`src/rtl/pc_link_pkg.sv`:
```
package pc_link_pkg;
  parameter int ADDR_W = 32;
  parameter int OFF_W  = 24;
  parameter int INSTR_BYTES = 4;
  localparam int INSTR_SHIFT = $clog2(INSTR_BYTES);
  localparam int AHEAD_BYTES = 2 * INSTR_BYTES;

  typedef struct packed {
    logic selLoad;
    logic selBx;
    logic selBr;
    logic wrLink;
    logic advance;
  } pcStrobes_t;
endpackage

```
`src/rtl/pc_link_ctrl.sv`:
```
module pc_link_ctrl
  import pc_link_pkg::*;
(
  input  logic       clk,
  input  logic       rstN,
  input  logic       stepEn,
  input  logic       loadEn,
  input  logic       bxEn,
  input  logic       brEn,
  input  logic       linkEn,
  output pcStrobes_t strobes
);
  always_comb begin
    strobes = '0;
    if (stepEn) begin
      strobes.advance = 1'b1;
      if (loadEn) begin
        strobes.selLoad = 1'b1;
      end else if (bxEn) begin
        strobes.selBx = 1'b1;
      end else if (brEn) begin
        strobes.selBr  = 1'b1;
        strobes.wrLink = linkEn;
      end
    end
  end

  // a link write only happens with the branch path chosen and no higher command
  assert_link_only_on_branch_R10: assert property (@(posedge clk) disable iff (!rstN)
    strobes.wrLink |-> (strobes.selBr && !loadEn && !bxEn && brEn));
  // linkEn alone never requests a link write
  assert_link_needs_branch_R7: assert property (@(posedge clk) disable iff (!rstN)
    (linkEn && !brEn) |-> !strobes.wrLink);
endmodule

```
`src/rtl/pc_link_datapath.sv`:
```
module pc_link_datapath
  import pc_link_pkg::*;
(
  input  logic              clk,
  input  logic              rstN,
  input  pcStrobes_t        strobes,
  input  logic [ADDR_W-1:0] loadVal,
  input  logic [OFF_W-1:0]  brOffset,
  output logic [ADDR_W-1:0] pcCur,
  output logic [ADDR_W-1:0] pcRead,
  output logic [ADDR_W-1:0] lrOut
);
  logic [ADDR_W-1:0] pcReg, lrReg, seqAddr, aheadAddr, brDisp, brTarget, pcNext;

  assign seqAddr   = pcReg + ADDR_W'(INSTR_BYTES);
  assign aheadAddr = pcReg + ADDR_W'(AHEAD_BYTES);
  assign brDisp    = {{(ADDR_W-OFF_W){brOffset[OFF_W-1]}}, brOffset} << INSTR_SHIFT;
  assign brTarget  = aheadAddr + brDisp;

  always_comb begin
    pcNext = seqAddr;
    if (strobes.selLoad)    pcNext = loadVal;
    else if (strobes.selBx) pcNext = lrReg;
    else if (strobes.selBr) pcNext = brTarget;
  end

  always_ff @(posedge clk) begin
    if (!rstN) begin
      pcReg <= '0;
      lrReg <= '0;
    end else if (strobes.advance) begin
      pcReg <= pcNext;
      if (strobes.wrLink) lrReg <= seqAddr;
    end
  end

  assign pcCur  = pcReg;
  assign pcRead = aheadAddr;
  assign lrOut  = lrReg;

  // no step, no change
  assert_hold_when_idle_R3: assert property (@(posedge clk) disable iff (!rstN)
    !strobes.advance |=> (pcReg == $past(pcReg) && lrReg == $past(lrReg)));
  // plain step moves one instruction
  assert_seq_advance_R4: assert property (@(posedge clk) disable iff (!rstN)
    (strobes.advance && !strobes.selLoad && !strobes.selBx && !strobes.selBr)
      |=> pcReg == $past(pcReg) + ADDR_W'(INSTR_BYTES));
  // link holds the address after the call
  assert_link_next_instr_R6: assert property (@(posedge clk) disable iff (!rstN)
    (strobes.advance && strobes.wrLink) |=> lrReg == $past(pcReg) + ADDR_W'(INSTR_BYTES));
  // return takes the link value and keeps it
  assert_return_from_link_R8: assert property (@(posedge clk) disable iff (!rstN)
    (strobes.advance && strobes.selBx) |=> (pcReg == $past(lrReg) && $stable(lrReg)));
  // direct load in one step
  assert_direct_load_R9: assert property (@(posedge clk) disable iff (!rstN)
    (strobes.advance && strobes.selLoad) |=> (pcReg == $past(loadVal) && $stable(lrReg)));
endmodule

```
`src/rtl/pc_link_unit.sv`:
```
module pc_link_unit
  import pc_link_pkg::*;
(
  input  logic              clk,
  input  logic              rstN,
  input  logic              stepEn,
  input  logic              loadEn,
  input  logic [ADDR_W-1:0] loadVal,
  input  logic              bxEn,
  input  logic              brEn,
  input  logic              linkEn,
  input  logic [OFF_W-1:0]  brOffset,
  output logic [ADDR_W-1:0] pcCur,
  output logic [ADDR_W-1:0] pcRead,
  output logic [ADDR_W-1:0] lrOut
);
  pcStrobes_t strobes;

  pc_link_ctrl u_ctrl (
    .clk(clk), .rstN(rstN), .stepEn(stepEn), .loadEn(loadEn),
    .bxEn(bxEn), .brEn(brEn), .linkEn(linkEn), .strobes(strobes)
  );

  pc_link_datapath u_dp (
    .clk(clk), .rstN(rstN), .strobes(strobes), .loadVal(loadVal),
    .brOffset(brOffset), .pcCur(pcCur), .pcRead(pcRead), .lrOut(lrOut)
  );
endmodule

```
`config.mk`:
```
export PLATFORM = sky130hd
export DESIGN_NAME = pc_link_unit
export DESIGN_NICKNAME = d
export VERILOG_FILES = /design/src/rtl/pc_link_pkg.sv /design/src/rtl/pc_link_ctrl.sv /design/src/rtl/pc_link_datapath.sv /design/src/rtl/pc_link_unit.sv
export SDC_FILE = /design/constraint.sdc
export NUM_CORES = 1
export LEC_CHECK = 0
export BUFFER_PORTS_ARGS = -buffer_cell sky130_fd_sc_hd__buf_4
export CORE_AREA = 2 2 168 129
export DETAILED_ROUTE_END_ITERATION = 8
export DIE_AREA = 0 0 170 131
export GPL_ROUTABILITY_DRIVEN = 0
export PLACE_DENSITY_LB_ADDON = 0.1
export SYNTH_ARGS = -nofsm -noshare
export SYNTH_HDL_FRONTEND = slang
export SYNTH_SLANG_ARGS = --single-unit
```
`constraint.sdc`:
```
create_clock -name clk -period 12 [get_ports clk]
set_clock_uncertainty 0.2 [all_clocks]
set_input_delay 0.6 -clock clk [delete_from_list [all_inputs] [get_ports clk]]
set_output_delay 0.6 -clock clk [all_outputs]
set_load 0.005 [all_outputs]
```
### Word level (Yosys, flattened, before mapping)

Index checks and enable logic that the tools add are counted.

| operators by class | value |
|---|---|
| reductions and logical operators | 1 |
| $add $sub $neg | 3 |
| mux-type cells | 9 |

Operator list:

| kind | count |
|---|---|
| $mux 32 | 3 |
| $add 32x3->32 const B | 1 |
| $add 32x32->32 | 1 |
| $add 32x4->32 const B | 1 |
| $mux 5 | 1 |
| $mux 2 | 2 |
| $mux 3 | 1 |
| $mux 1 | 2 |
| $reduce_and 2->1 | 1 |

| storage, ports and cells | value |
|---|---|
| input bits | 63 |
| flip-flop bits (word level) | 64 |

### Logic depth before layout (Yosys ltp)

Gate-level depths: netlist of run 1.

| depth | value |
|---|---|
| depth in word-level cells | 7 |
| depth in mapped cells | 16 |

### Modules after synthesis

Synthesis of run 1 repeated with hierarchy kept, for this count alone.

| second synthesis, totals | value |
|---|---|
| cells, all modules | 802 |
| area total of the unflattened synthesis | 6,019.5 um2 |

By module, submodules not included:

| module | instances | cells each | sequential area each (um2) | area each (um2) |
|---|---|---|---|---|
| pc_link_datapath | 1 | 797 | 1,281.2 | 5,977.0 |
| pc_link_ctrl | 1 | 5 | 0.0 | 42.5 |

### Worst setup path before layout of run 1

Ideal clock, no wire load.

| path | value |
|---|---|
| path kind | register to register |
| from | reg u_dp.pcReg[6], in the netlist u_dp.pcCur[6] |
| to | reg u_dp.pcReg[29], in the netlist u_dp.pcCur[29] |
| required time | 11.709 ns |
| stages on the path, launching flop included | 17 |
| buffers on the path | 2 |
| arrival time | 3.683 ns |
| period minus slack after synthesis | 3.974 ns |
| path slack | 8.026 ns |
| cells stage by stage | dfxtp_1 buf_4 and2_1 nand3_1 nor3_1 nand4_1 nor2_1 xor2_1 ha_1 clkbuf_1 and2_1 a221oi_1 o21ai_0 a221oi_1 mux2i_1 o221ai_1 a311oi_1 |

| between the ends | value |
|---|---|
| word-level cells in the longest chain between the ends | 5 |

RTL lines:

| element | RTL line | source |
|---|---|---|
| from (decl) | pc_link_datapath.sv:13 | `logic [ADDR_W-1:0] pcReg, lrReg, seqAddr, aheadAddr, brDisp, brTarget, pcNext;` |
| from (signal assigned) | pc_link_datapath.sv:32 | `pcReg <= pcNext;` |
| $add 32x4->32 | pc_link_datapath.sv:16 | `assign aheadAddr = pcReg + ADDR_W'(AHEAD_BYTES);` |
| net pcRead[24] | pc_link_unit.sv:14 | `output logic [ADDR_W-1:0] pcRead,` |
| $add 32x32->32 | pc_link_datapath.sv:18 | `assign brTarget = aheadAddr + brDisp;` |
| $mux 32 | pc_link_datapath.sv:24 | `else if (strobes.selBr) pcNext = brTarget;` |
| $mux 32 | pc_link_datapath.sv:23 | `else if (strobes.selBx) pcNext = lrReg;` |
| $mux 32 | pc_link_datapath.sv:22 | `if (strobes.selLoad) pcNext = loadVal;` |

The timed path passes the listed nets, and every way through them passes these cells.
A chain may end at the register's enable or synchronous reset.

### Worst setup path in the final report of run 1

| path | value |
|---|---|
| from | reg u_dp.pcReg[5], in the netlist u_dp.pcCur[5] |
| to | reg u_dp.pcReg[29], in the netlist u_dp.pcCur[29] |

| between the ends | value |
|---|---|
| word-level cells in the longest chain between the ends | 5 |

RTL lines:

| element | RTL line |
|---|---|
| $add 32x4->32 | pc_link_datapath.sv:16 |
| $add 32x32->32 | pc_link_datapath.sv:18 |
| $mux 32 * | pc_link_datapath.sv:24 |
| $mux 32 * | pc_link_datapath.sv:23 |
| $mux 32 * | pc_link_datapath.sv:22 |

Mark *: on every way between the ends. The rest lies on a longest branch, timed or not.

==> summary.txt, run 1 <==
Status: finished clean
Final WS setup: 7.08 ns
Post-placement cell area: 0.00727 sq mm
Max Freq: 0.203 GHz
P_leak: 3.04 nW
Cell depth of the worst setup path: 14
Cts repair resizes: 0
Reg2reg start: u_dp.pcCur[5]$_SDFFE_PN0P_
Seq. cell area: 0.00128 sq mm
Post-synth ARST share: 0
Critical Path Sink: u_dp.pcCur[29]$_SDFFE_PN0P_
Hold Fails Final Rpt: 0
Clock latency on the worst-skew pair: 0.35 ns
CP Capture Type: flip-flop
DR DRC count: 0
Worst slack at placement: 7.18 ns
CP Data Required Time: 12.06 ns
Crit-path leading delay family: simple AND/OR/NAND/NOR gates
Root Driver: clkbuf_16
Yosys Warn Count: 0
Crit-path max cell delay: 0.66 ns
Number of vias in the routed layout: 6609
Port buffer count: 158
Syn nets: 919
DRT Pass-1 Iters: 5
Mean post-synth cell area: 7.43 sq um
Post-DRT Antenna Nets: 0
Share of the synthesized area in the top cell type: 0.210
Final slew viol count: 0
IO Pins: 159
Final Util: 0.366
FILL cells: 2217
Critical path class: flip-flop to flip-flop
Hold Path Origin: u_dp.lrOut[0]$_SDFFE_PN0P_
Die H: 131 microns
#FFs+latches synth: 64
Chip width: 170 microns
Peak supply drop: 0.0737 mV
Sum of negative setup slack: 0 ns
Synth cell types: 73
# rows: 46
Post-synth top cells: nor2_1, nand2_1, dfxtp_1
Worst slew pin tran: 1.11 ns
Critical R2R Capture: u_dp.pcCur[29]$_SDFFE_PN0P_
Worst EP arrival: 4.98 ns
CTS buffer count: 9
Worst hold path type: flip-flop to flip-flop
Gr usage total: 0.234
First-pass GRT wire length: 39000 microns
Crit path buf inv count: 0
CTS tree: done
DR WL/cell: 21.7 microns
RSZ-0062 raised after global routing: no
Starting DRT DRC Count: 631
Final Cell Area: 0.00759 sq mm
Clock buffer depth: 2
Post-layout min period: 4.92 ns
CP startpoint: u_dp.pcCur[5]$_SDFFE_PN0P_
R2R depth: 14
Clock Sinks: 64
Die ar.: 0.0223 sq mm
Initial Utilization: 0.294
Power per cell area: 99.6 mW/mm^2
DR vias/cell: 5.52
Layout area overhead: 24.6%
Fraction of layout cells with a size suffix above 1: 0.215
CP Launch Type: flip-flop
Most frequent cell after synthesis: nor2_1
R2r setup slk: 7.08 ns
Number of global-route vias before repair: 6074
Post-CTS Setup Bufs: 0
Max-cap viol count: 0
Post-synth EDFFs: 0
Synth Flop Type: dfxtp_1
CP cell instances: and2_1 -> nand3_1 -> nor3_1 -> nand4_1 -> nor2_1 -> xor2_1 -> ha_1 -> and2_1 -> a221oi_1 -> o21ai_0 -> a221oi_1 -> mux2i_1 -> o221ai_1 -> a311oi_1
Ant diodes: 0
Slew headroom: 0.258
H-tree Lvls: 3
Largest net degree at the start of global routing: 58
CORE AREA: 0.0207 sq mm
Seq/Total Area, Yosys: 0.210
Clock transition at path regs: 0.06 ns
Gr ovfl total: 0
Final WL: 26000 microns
Multi-input gate area: 0.00432 sq mm
Final setup violation count: 0
Fin nets: 1027
Mapped cell area: 0.00609 sq mm
Worst path slowest cell: nor3_1
Area contributors post-synth: dfxtp_1, ha_1, xnor2_1
Final Cycle Share: 0.410
Cells after synthesis: 820
Initial antenna violation count: 0
Hpwl dp: 19700 microns
CP max FO: 10
Cell taking the most area after synthesis: dfxtp_1
Hold Buf Count CTS: 0
==> cell usage in the layout, fill, tap and decap left out, types with 3 or more instances in the layout <==
master and n:
a221oi_1 16, nand3b_1 3, buf_4 163, o221ai_1 4, xnor2_1 47, a31oi_1 8
inv_1 26, a2111oi_0 3, nor2_1 85, nor2b_1 8, a211oi_1 45, nor4_1 5
a21o_1 11, clkinv_2 3, dfxtp_1 64, nand3_1 31, and3_1 10, and4_1 3
o21bai_1 5, or3_1 6, o22ai_1 5, nand2_1 80, o21ai_0 48, xor2_1 26
and2_1 6, a221o_1 3, o32ai_1 3, a21oi_1 57, mux2i_1 8, o211ai_1 7
a22oi_1 6, ha_1 35, nand4_1 18, o31ai_1 3, nand2b_1 6, nor3_1 20
clkbuf_16 9
==> how the worst min path moves through the flow <==
stage / to / slack [ns] / cells past startpoint
3_3_place_gp: u_dp.lrOut[1]$_SDFFE_PN0P_ / 0.26 / 2
5_1_grt: u_dp.lrOut[0]$_SDFFE_PN0P_ / 0.30 / 2
2_1_floorplan: u_dp.lrOut[0]$_SDFFE_PN0P_ / 0.26 / 2
3_5_place_dp: u_dp.lrOut[0]$_SDFFE_PN0P_ / 0.27 / 2
4_1_cts: u_dp.lrOut[0]$_SDFFE_PN0P_ / 0.28 / 2
6_report: u_dp.lrOut[0]$_SDFFE_PN0P_ / 0.28 / 2
==> state kept, by name (all words and copies together), names as in the netlist <==
register	cells
u_dp.lrOut	32
u_dp.pcCur	32
==> stage by stage <==
step	total power, mW	std cells	hold WS, ns
CTS	0.759	1197	0.278
global route	0.792	1197	0.303
finish	0.756	1197	0.282
floorplan	0.373	820	0.255
global placement	0.461	1181	0.263
detailed placement	0.459	1181	0.270
==> worst reg2reg max path: stages, from the launching register on <==
cell,delay [ns]
dfxtp_1,0.56
and2_1,0.24
nand3_1,0.12
nor3_1,0.66
nand4_1,0.47
nor2_1,0.24
xor2_1,0.22
ha_1,0.39
and2_1,0.26
a221oi_1,0.33
o21ai_0,0.13
a221oi_1,0.43
mux2i_1,0.23
o221ai_1,0.13
a311oi_1,0.21
==> cells by family after synthesis <==
| family | after synthesis | synth area share |
|---|---|---|
| simple gates | 299 | 0.247 |
| compound gates | 245 | 0.268 |
| buf+inv | 95 | 0.0811 |
| xor+xnor | 73 | 0.105 |
| flops | 64 | 0.210 |
| fa+ha+maj | 36 | 0.0752 |
| mux | 8 | 0.0131 |
==> layer usage <==
layer / GRT usage / share of wire / vias to the layer above
met1: 0.348 / 0.49 / 3092
li1: - / - / 3209
met4: 0.0543 / 0.015 / 0
met3: 0.0413 / 0.071 / 26
met2: 0.350 / 0.42 / 282
met5: 0 / 0 / -
==> final cells by class <==
class / instances / area share
repair buffers: 163 / 0.161
flip-flops and latches: 64 / 0.169
inverters: 29 / 0.0143
multi-input cells: 661 / 0.570
clock inverters: 6 / 0.0109
clock buffers: 10 / 0.0315
well taps: 264 / 0.0435
==> power by group <==
part           total [mW]  leakage [nW]  internal, mW  switching [mW]
Combinational       0.214          2.36        0.0911           0.123
Clock               0.298         0.158         0.187           0.112
Sequential          0.243         0.522         0.222          0.0215
Total               0.756          3.04         0.499           0.256
Note: power is estimated with default switching activity, not from simulation.
==> run 2: changes to the inputs <==
==> constraint.sdc (replaced) <==
create_clock -name clk -period 4.6 [get_ports clk]
set_clock_uncertainty 0.2 [all_clocks]
set_input_delay 0.23 -clock clk [delete_from_list [all_inputs] [get_ports clk]]
set_output_delay 0.23 -clock clk [all_outputs]
set_load 0.005 [all_outputs]
==> run 2 against run 1 <==
Combinational power increased to 2.8 times the previous value. Via count is 0.97% higher. First-iteration DRC count shrank 17%. Die area did not move. Utilization increased by 0.80 points. Register-to-register slack worse by 6.8 ns. Routed wire length is 0.94% higher. Worst setup slack worse by 6.8 ns. Clock power increased by 140%. Final area up 2.2%. Critical path type unchanged. Largest cell class unchanged. Largest power group unchanged. Highest routed layer unchanged.
==> summary.txt, run 2 (synthesized netlist as in run 1, its figures left out) <==
Number of global-route vias before repair: 6164 (+1.5%)
Most frequent cells in the layout: buf_4, nor2_1, nand2_1, dfxtp_1, a21oi_1
Status: finished clean
Gr ovfl total: 0 (unchanged)
Initial Utilization: 0.294 (unchanged)
DR vias/cell: 5.47 (-0.85%)
Root Driver: clkbuf_16
H-tree Lvls: 3 (unchanged)
Hpwl dp: 20200 microns (+2.6%)
Post-CTS Setup Bufs: 0 (unchanged)
Largest net degree at the start of global routing: 58 (unchanged)
Chip width: 170 microns (unchanged)
Power per cell area: 250 mW/mm^2 (+150%)
CP Capture Type: flip-flop
Worst EP arrival: 4.40 ns (-0.58 ns)
DR WL/cell: 21.5 microns (-0.88%)
CORE AREA: 0.0207 sq mm (unchanged)
DRT Pass-1 Iters: 5 (unchanged)
CTS tree: done
Gr usage total: 0.235 (+0.000917)
Commonest non-fill, non-tap cell in the layout: buf_4
Number of vias in the routed layout: 6673 (+0.97%)
CTS buffer count: 9 (unchanged)
Die H: 131 microns (unchanged)
CP cell instances: nand4_2 -> nor3_1 -> nand4_1 -> nor2_1 -> xor2_1 -> ha_1 -> buf_4 -> nand2_1 -> o21ai_1 -> o2111ai_1 -> a211o_1 -> a21oi_1 -> o21ai_0 -> a31o_2
Clock buffer depth: 2 (unchanged)
Port buffer count: 158 (unchanged)
CP max FO: 8 (-2)
Post-layout min period: 4.36 ns (-0.563 ns)
Final slew viol count: 0 (unchanged)
Worst path slowest cell: dfxtp_1
Final Cell Area: 0.00775 sq mm (+2.2%)
Worst slack at placement: 0.276 ns (-6.90 ns)
Max-cap viol count: 0 (unchanged)
Ant diodes: 0 (unchanged)
Final Power: 1.94 mW (+160%)
Die ar.: 0.0223 sq mm (unchanged)
Fraction of layout cells with a size suffix above 1: 0.226 (+0.0107)
Sum of negative setup slack: 0 ns (unchanged)
Multi-input gate area: 0.00433 sq mm (+0.14%)
Seq. cell area: 0.00128 sq mm (unchanged)
Layout area overhead: 27.3%
Slew headroom: 0.270 (+0.0122)
Final Cycle Share: 0.947 (+0.537)
DR DRC count: 0 (unchanged)
Worst hold path type: primary input to flip-flop
CP Data Required Time: 4.64 ns (-7.42 ns)
CP Launch Type: flip-flop
R2r setup slk: 0.24 ns (-6.84 ns)
First-pass GRT wire length: 38600 microns (-0.85%)
Fin nets: 1049 (+2.1%)
Placed cells: 1197 (+1.4%)
Clock Sinks: 64 (unchanged)
Post-placement cell area: 0.00739 sq mm (+1.7%)
# rows: 46 (unchanged)
Max Freq: 0.230 GHz (+13%)
P_leak: 3.14 nW (+3.4%)
Worst slew pin tran: 1.09 ns (-0.0183 ns)
Critical path class: flip-flop to flip-flop
Crit-path max cell delay: 0.50 ns (-0.16 ns)
IO Pins: 159 (unchanged)
Non-Filler Instances: 1219 (+1.8%)
RSZ-0062 raised after global routing: no
Final setup violation count: 0 (unchanged)
Clock transition at path regs: 0.05 ns (about the same)
Final WS setup: 0.244 ns (-6.84 ns)
FILL cells: 2229 (+0.54%)
Starting DRT DRC Count: 521 (-17%)
Final WL: 26200 microns (+0.94%)
Peak supply drop: 0.182 mV (+150%)
Initial antenna violation count: 0 (unchanged)
Hold Fails Final Rpt: 0 (unchanged)
Post-DRT Antenna Nets: 0 (unchanged)
Clock latency on the worst-skew pair: 0.35 ns (about the same)
## run 2: metal layers
layer	part of all wire	GRT usage
met1	0.49	0.348
met2	0.42	0.349
met3	0.072	0.0437
met4	0.014	0.0583
met5	0	0
## run 2: through the flow
stage / hold WS [ns] / util
floorplan: 0.193 / -
global placement: 0.267 / 0.357
global route: 0.0539 / 0.374
finish: 0.00967 / 0.374
detailed placement: 0.271 / 0.357
CTS: 0.00183 / 0.374
## run 2: final timing paths
path	cells past startpoint	endpoint	start
min reg2reg	2	u_dp.lrOut[0]$_SDFFE_PN0P_	u_dp.lrOut[0]$_SDFFE_PN0P_
max reg2reg	14	u_dp.pcCur[30]$_SDFFE_PN0P_	u_dp.pcCur[13]$_SDFFE_PN0P_
min	5	u_dp.pcCur[9]$_SDFFE_PN0P_	loadVal[9]
max	14	u_dp.pcCur[30]$_SDFFE_PN0P_	u_dp.pcCur[13]$_SDFFE_PN0P_
## run 2: area by class of cell
cell class	count	share of cell area
repair buffers	185	0.181
well taps	264	0.0426
inverters	29	0.0140
clock buffers	13	0.0336
clock inverters	3	0.00516
multi-input cells	661	0.558
flip-flops and latches	64	0.165
## run 2: power by group
group,internal [mW],switching [mW]
Combinational,0.252,0.343
Clock,0.448,0.274
Sequential,0.579,0.0407
## run 2: worst max-delay path: cells and delay by family, from the launching register on
kind / cells / cell delay (ns)
DFF: 1 / 0.50
buffers and inverters: 1 / 0.19
and+or+nand+nor: 5 / 1.22
AOI/OAI and AO/OA: 6 / 1.61
xor gates and xnor gates: 1 / 0.10
adders and majority gates: 1 / 0.42
## run 2: timing repair
item,4_1_cts,5_1_grt
hold buffers,6,0
gates resized for setup,0,1
endpoints found under the hold margin,6,0
setup endpoints to repair,0,2
==> run 3: changes to the inputs <==
--- a/config.mk
+++ b/config.mk
@@ -14,3 +14,4 @@
 export SYNTH_ARGS = -nofsm -noshare
 export SYNTH_HDL_FRONTEND = slang
 export SYNTH_SLANG_ARGS = --single-unit
+export TNS_END_PERCENT = 5
==> constraint.sdc (replaced) <==
create_clock -name clk -period 3.62 [get_ports clk]
set_clock_uncertainty 0.2 [all_clocks]
set_input_delay 0.181 -clock clk [delete_from_list [all_inputs] [get_ports clk]]
set_output_delay 0.181 -clock clk [all_outputs]
set_load 0.005 [all_outputs]
==> run 3 against run 2 <==
Global-route usage up 1.1 points. Final area up 18%. Worst setup slack worse by 0.17 ns. Sequential share of layout area down 2.3 points. Largest power group is now combinational cells. Clock power up 13%. Via count up 9.1%. Highest routed layer unchanged.
==> summary.txt, run 3 (synthesized netlist as in run 1, its figures left out) <==
Status: finished clean
Busiest grt layer: met1
DR DRC count: 0 (unchanged)
Final Power: 2.55 mW (+32%)
Worst slew pin tran: 0.995 ns (-0.0997 ns)
Number of global-route vias before repair: 6638 (+7.7%)
Met2 Use GR: 0.360 (+0.0110)
Met1 Resource Use GR: 0.371 (+0.0229)
DR WL/cell: 20.1 microns (-6.5%)
CORE AREA: 0.0207 sq mm (unchanged)
CP Data Required Time: 3.68 ns (-0.96 ns)
Crit-path max cell delay: 0.33 ns (-0.17 ns)
Post-layout min period: 3.55 ns (-0.807 ns)
Gr usage total: 0.246 (+0.0110)
Worst path slowest cell: dfxtp_2
# rows: 46 (unchanged)
Hold Path Stages: 5 (unchanged)
P_leak: 4.01 nW (+28%)
Final Cycle Share: 0.981 (+0.0335)
Grt met3 use: 0.0464 (+0.00271)
CP Capture Type: flip-flop
Logic pwr share: 0.375 (+0.068)
R2r setup slk: 0.07 ns (-0.17 ns)
Final WS setup: 0.0702 ns (-0.173 ns)
Commonest non-fill, non-tap cell in the layout: buf_4
Clock latency on the worst-skew pair: 0.35 ns (about the same)
Final WL: 27600 microns (+5.0%)
Hpwl dp: 21500 microns (+6.6%)
Ant diodes: 0 (unchanged)
CTS buffer count: 9 (unchanged)
Fin nets: 1199 (+14%)
Peak supply drop: 0.206 mV (+13%)
H-tree Lvls: 3 (unchanged)
Part of the power in registers: 0.306 (-0.014)
Sw power: 0.875 mW (+33%)
Initial Utilization: 0.294 (unchanged)
R2R depth: 14 (unchanged)
Worst EP arrival: 3.61 ns (-0.79 ns)
DR vias/cell: 5.32 (-2.9%)
Starting DRT DRC Count: 650 (+25%)
Chip width: 170 microns (unchanged)
Critical path class: flip-flop to flip-flop
Worst slack at placement: -0.210 ns (-0.486 ns)
Reg2reg start: u_dp.pcCur[5]$_SDFFE_PN0P_
Placed cells: 1331 (+11%)
Final slew viol count: 0 (unchanged)
Layout area overhead: 50.8%
Critical R2R Capture: u_dp.pcCur[29]$_SDFFE_PN0P_
Power per cell area: 277 mW/mm^2 (+11%)
Port buffer count: 158 (unchanged)
Switching share of power: 0.344 (+0.00408)
Power Internal: 1.67 mW (+31%)
First-pass GRT wire length: 40800 microns (+5.5%)
Clock buffer depth: 2 (unchanged)
Root Driver: clkbuf_16
Clock Sinks: 64 (unchanged)
CP max FO: 4 (-4)
CP cell instances: and2_4 -> nand3_4 -> nor3_4 -> nand4_1 -> buf_4 -> xnor2_2 -> ha_1 -> a21o_1 -> a221oi_4 -> o21ai_1 -> a221oi_2 -> mux2i_1 -> o221ai_1 -> a311oi_1
IO Pins: 159 (unchanged)
FILL cells: 2158 (-3.2%)
Non-Filler Instances: 1369 (+12%)
Worst hold path type: primary input to flip-flop
Gr ovfl total: 0 (unchanged)
Fraction of layout cells with a size suffix above 1: 0.374 (+0.148)
Hold Path End: u_dp.pcCur[2]$_SDFFE_PN0P_
Max Freq: 0.282 GHz (+23%)
Clock transition at path regs: 0.06 ns (about the same)
Largest net degree at the start of global routing: 46 (-21%)
Post-Route Hold Slack: 0.0212 ns (+0.0116 ns)
Number of vias in the routed layout: 7280 (+9.1%)
Die H: 131 microns (unchanged)
Initial antenna violation count: 0 (unchanged)
Hold Fails Final Rpt: 0 (unchanged)
DRT Pass-1 Iters: 5 (unchanged)
Hold Path Origin: loadVal[2]
Slew headroom: 0.334 (+0.0640)
CTS tree: done
CP Launch Type: flip-flop
Most frequent cells in the layout: buf_4, nor2_1, nand2_1, a21oi_1, dfxtp_1
Final setup violation count: 0 (unchanged)
RSZ-0062 raised after global routing: yes
Max-cap viol count: 0 (unchanged)
Post-DRT Antenna Nets: 0 (unchanged)
Die ar.: 0.0223 sq mm (unchanged)
Clock power share: 0.319 (-0.054)
[run 3: timing repair]
item,CTS,global route
cloned,0,0
setup endpoints to repair,7,10
hold buffers,11,0
resized for setup,16,61
hold endpoints to repair,11,0
pin swaps,6,24
setup buffers,3,8
[run 3: critical path: cells and delay by family (launching register included)]
family | cells | cell delay [ns]
adders and majority gates | 1 | 0.29
and+or+nand+nor | 4 | 0.71
buffers and inverters | 1 | 0.21
AOI/OAI and AO/OA | 6 | 1.35
DFF | 1 | 0.33
xor gates and xnor gates | 1 | 0.14
muxes | 1 | 0.22
[run 3: worst max-delay path by stage]
| stage | to | slack, ns | start | depth (start not counted) |
|---|---|---|---|---|
| global placement | u_dp.pcCur[27]$_SDFFE_PN0P_ | -0.26 | u_dp.pcCur[10]$_SDFFE_PN0P_ | 14 |
| finish | u_dp.pcCur[29]$_SDFFE_PN0P_ | 0.07 | u_dp.pcCur[5]$_SDFFE_PN0P_ | 14 |
| CTS | u_dp.pcCur[29]$_SDFFE_PN0P_ | -0.03 | u_dp.pcCur[4]$_SDFFE_PN0P_ | 14 |
| global route | u_dp.pcCur[29]$_SDFFE_PN0P_ | -0.05 | u_dp.pcCur[5]$_SDFFE_PN0P_ | 14 |
| detailed placement | u_dp.pcCur[31]$_SDFFE_PN0P_ | -0.21 | u_dp.pcCur[10]$_SDFFE_PN0P_ | 14 |
| floorplan | u_dp.pcCur[29]$_SDFFE_PN0P_ | -0.06 | u_dp.pcCur[6]$_SDFFE_PN0P_ | 16 |
[run 3: cell type report]
type | instances | area [sq um] | area share
well taps | 264 | 330 | 0.0360
multi-input cells | 661 | 4610 | 0.502
flip-flops and latches | 64 | 1310 | 0.143
clock inverters | 4 | 20.0 | 0.00218
repair buffers | 335 | 2560 | 0.279
clock buffers | 12 | 246 | 0.0268
inverters | 29 | 109 | 0.0118
[run 3: metrics by stage]
step / TNS (ns) / utilization / cell area (sq um)
after CTS: -0.0288 / 0.429 / 8900
after detailed placement: -0.711 / 0.406 / 8410
final: 0 / 0.443 / 9190
after global routing: -0.0466 / 0.443 / 9190
after global placement: -0.972 / 0.406 / 8410
after floorplan: -0.0601 / - / 6110
[run 3: power by group through the flow]
| stage | clock network, mW | logic, mW | registers [mW] |
|---|---|---|---|
| 3_5_place_dp | 0 | 0.883 | 0.790 |
| 6_report | 0.813 | 0.955 | 0.778 |
| 4_1_cts | 0.828 | 0.905 | 0.776 |
| 5_1_grt | 0.861 | 1.03 | 0.783 |
| 2_1_floorplan | 0 | 0.459 | 0.778 |
| 3_3_place_gp | 0 | 0.888 | 0.790 |
[run 3: metal layers]
metal,part of all wire,wire length [microns]
met1,0.49,13600
met2,0.41,11400
met3,0.078,2140
met4,0.014,388
met5,0,0
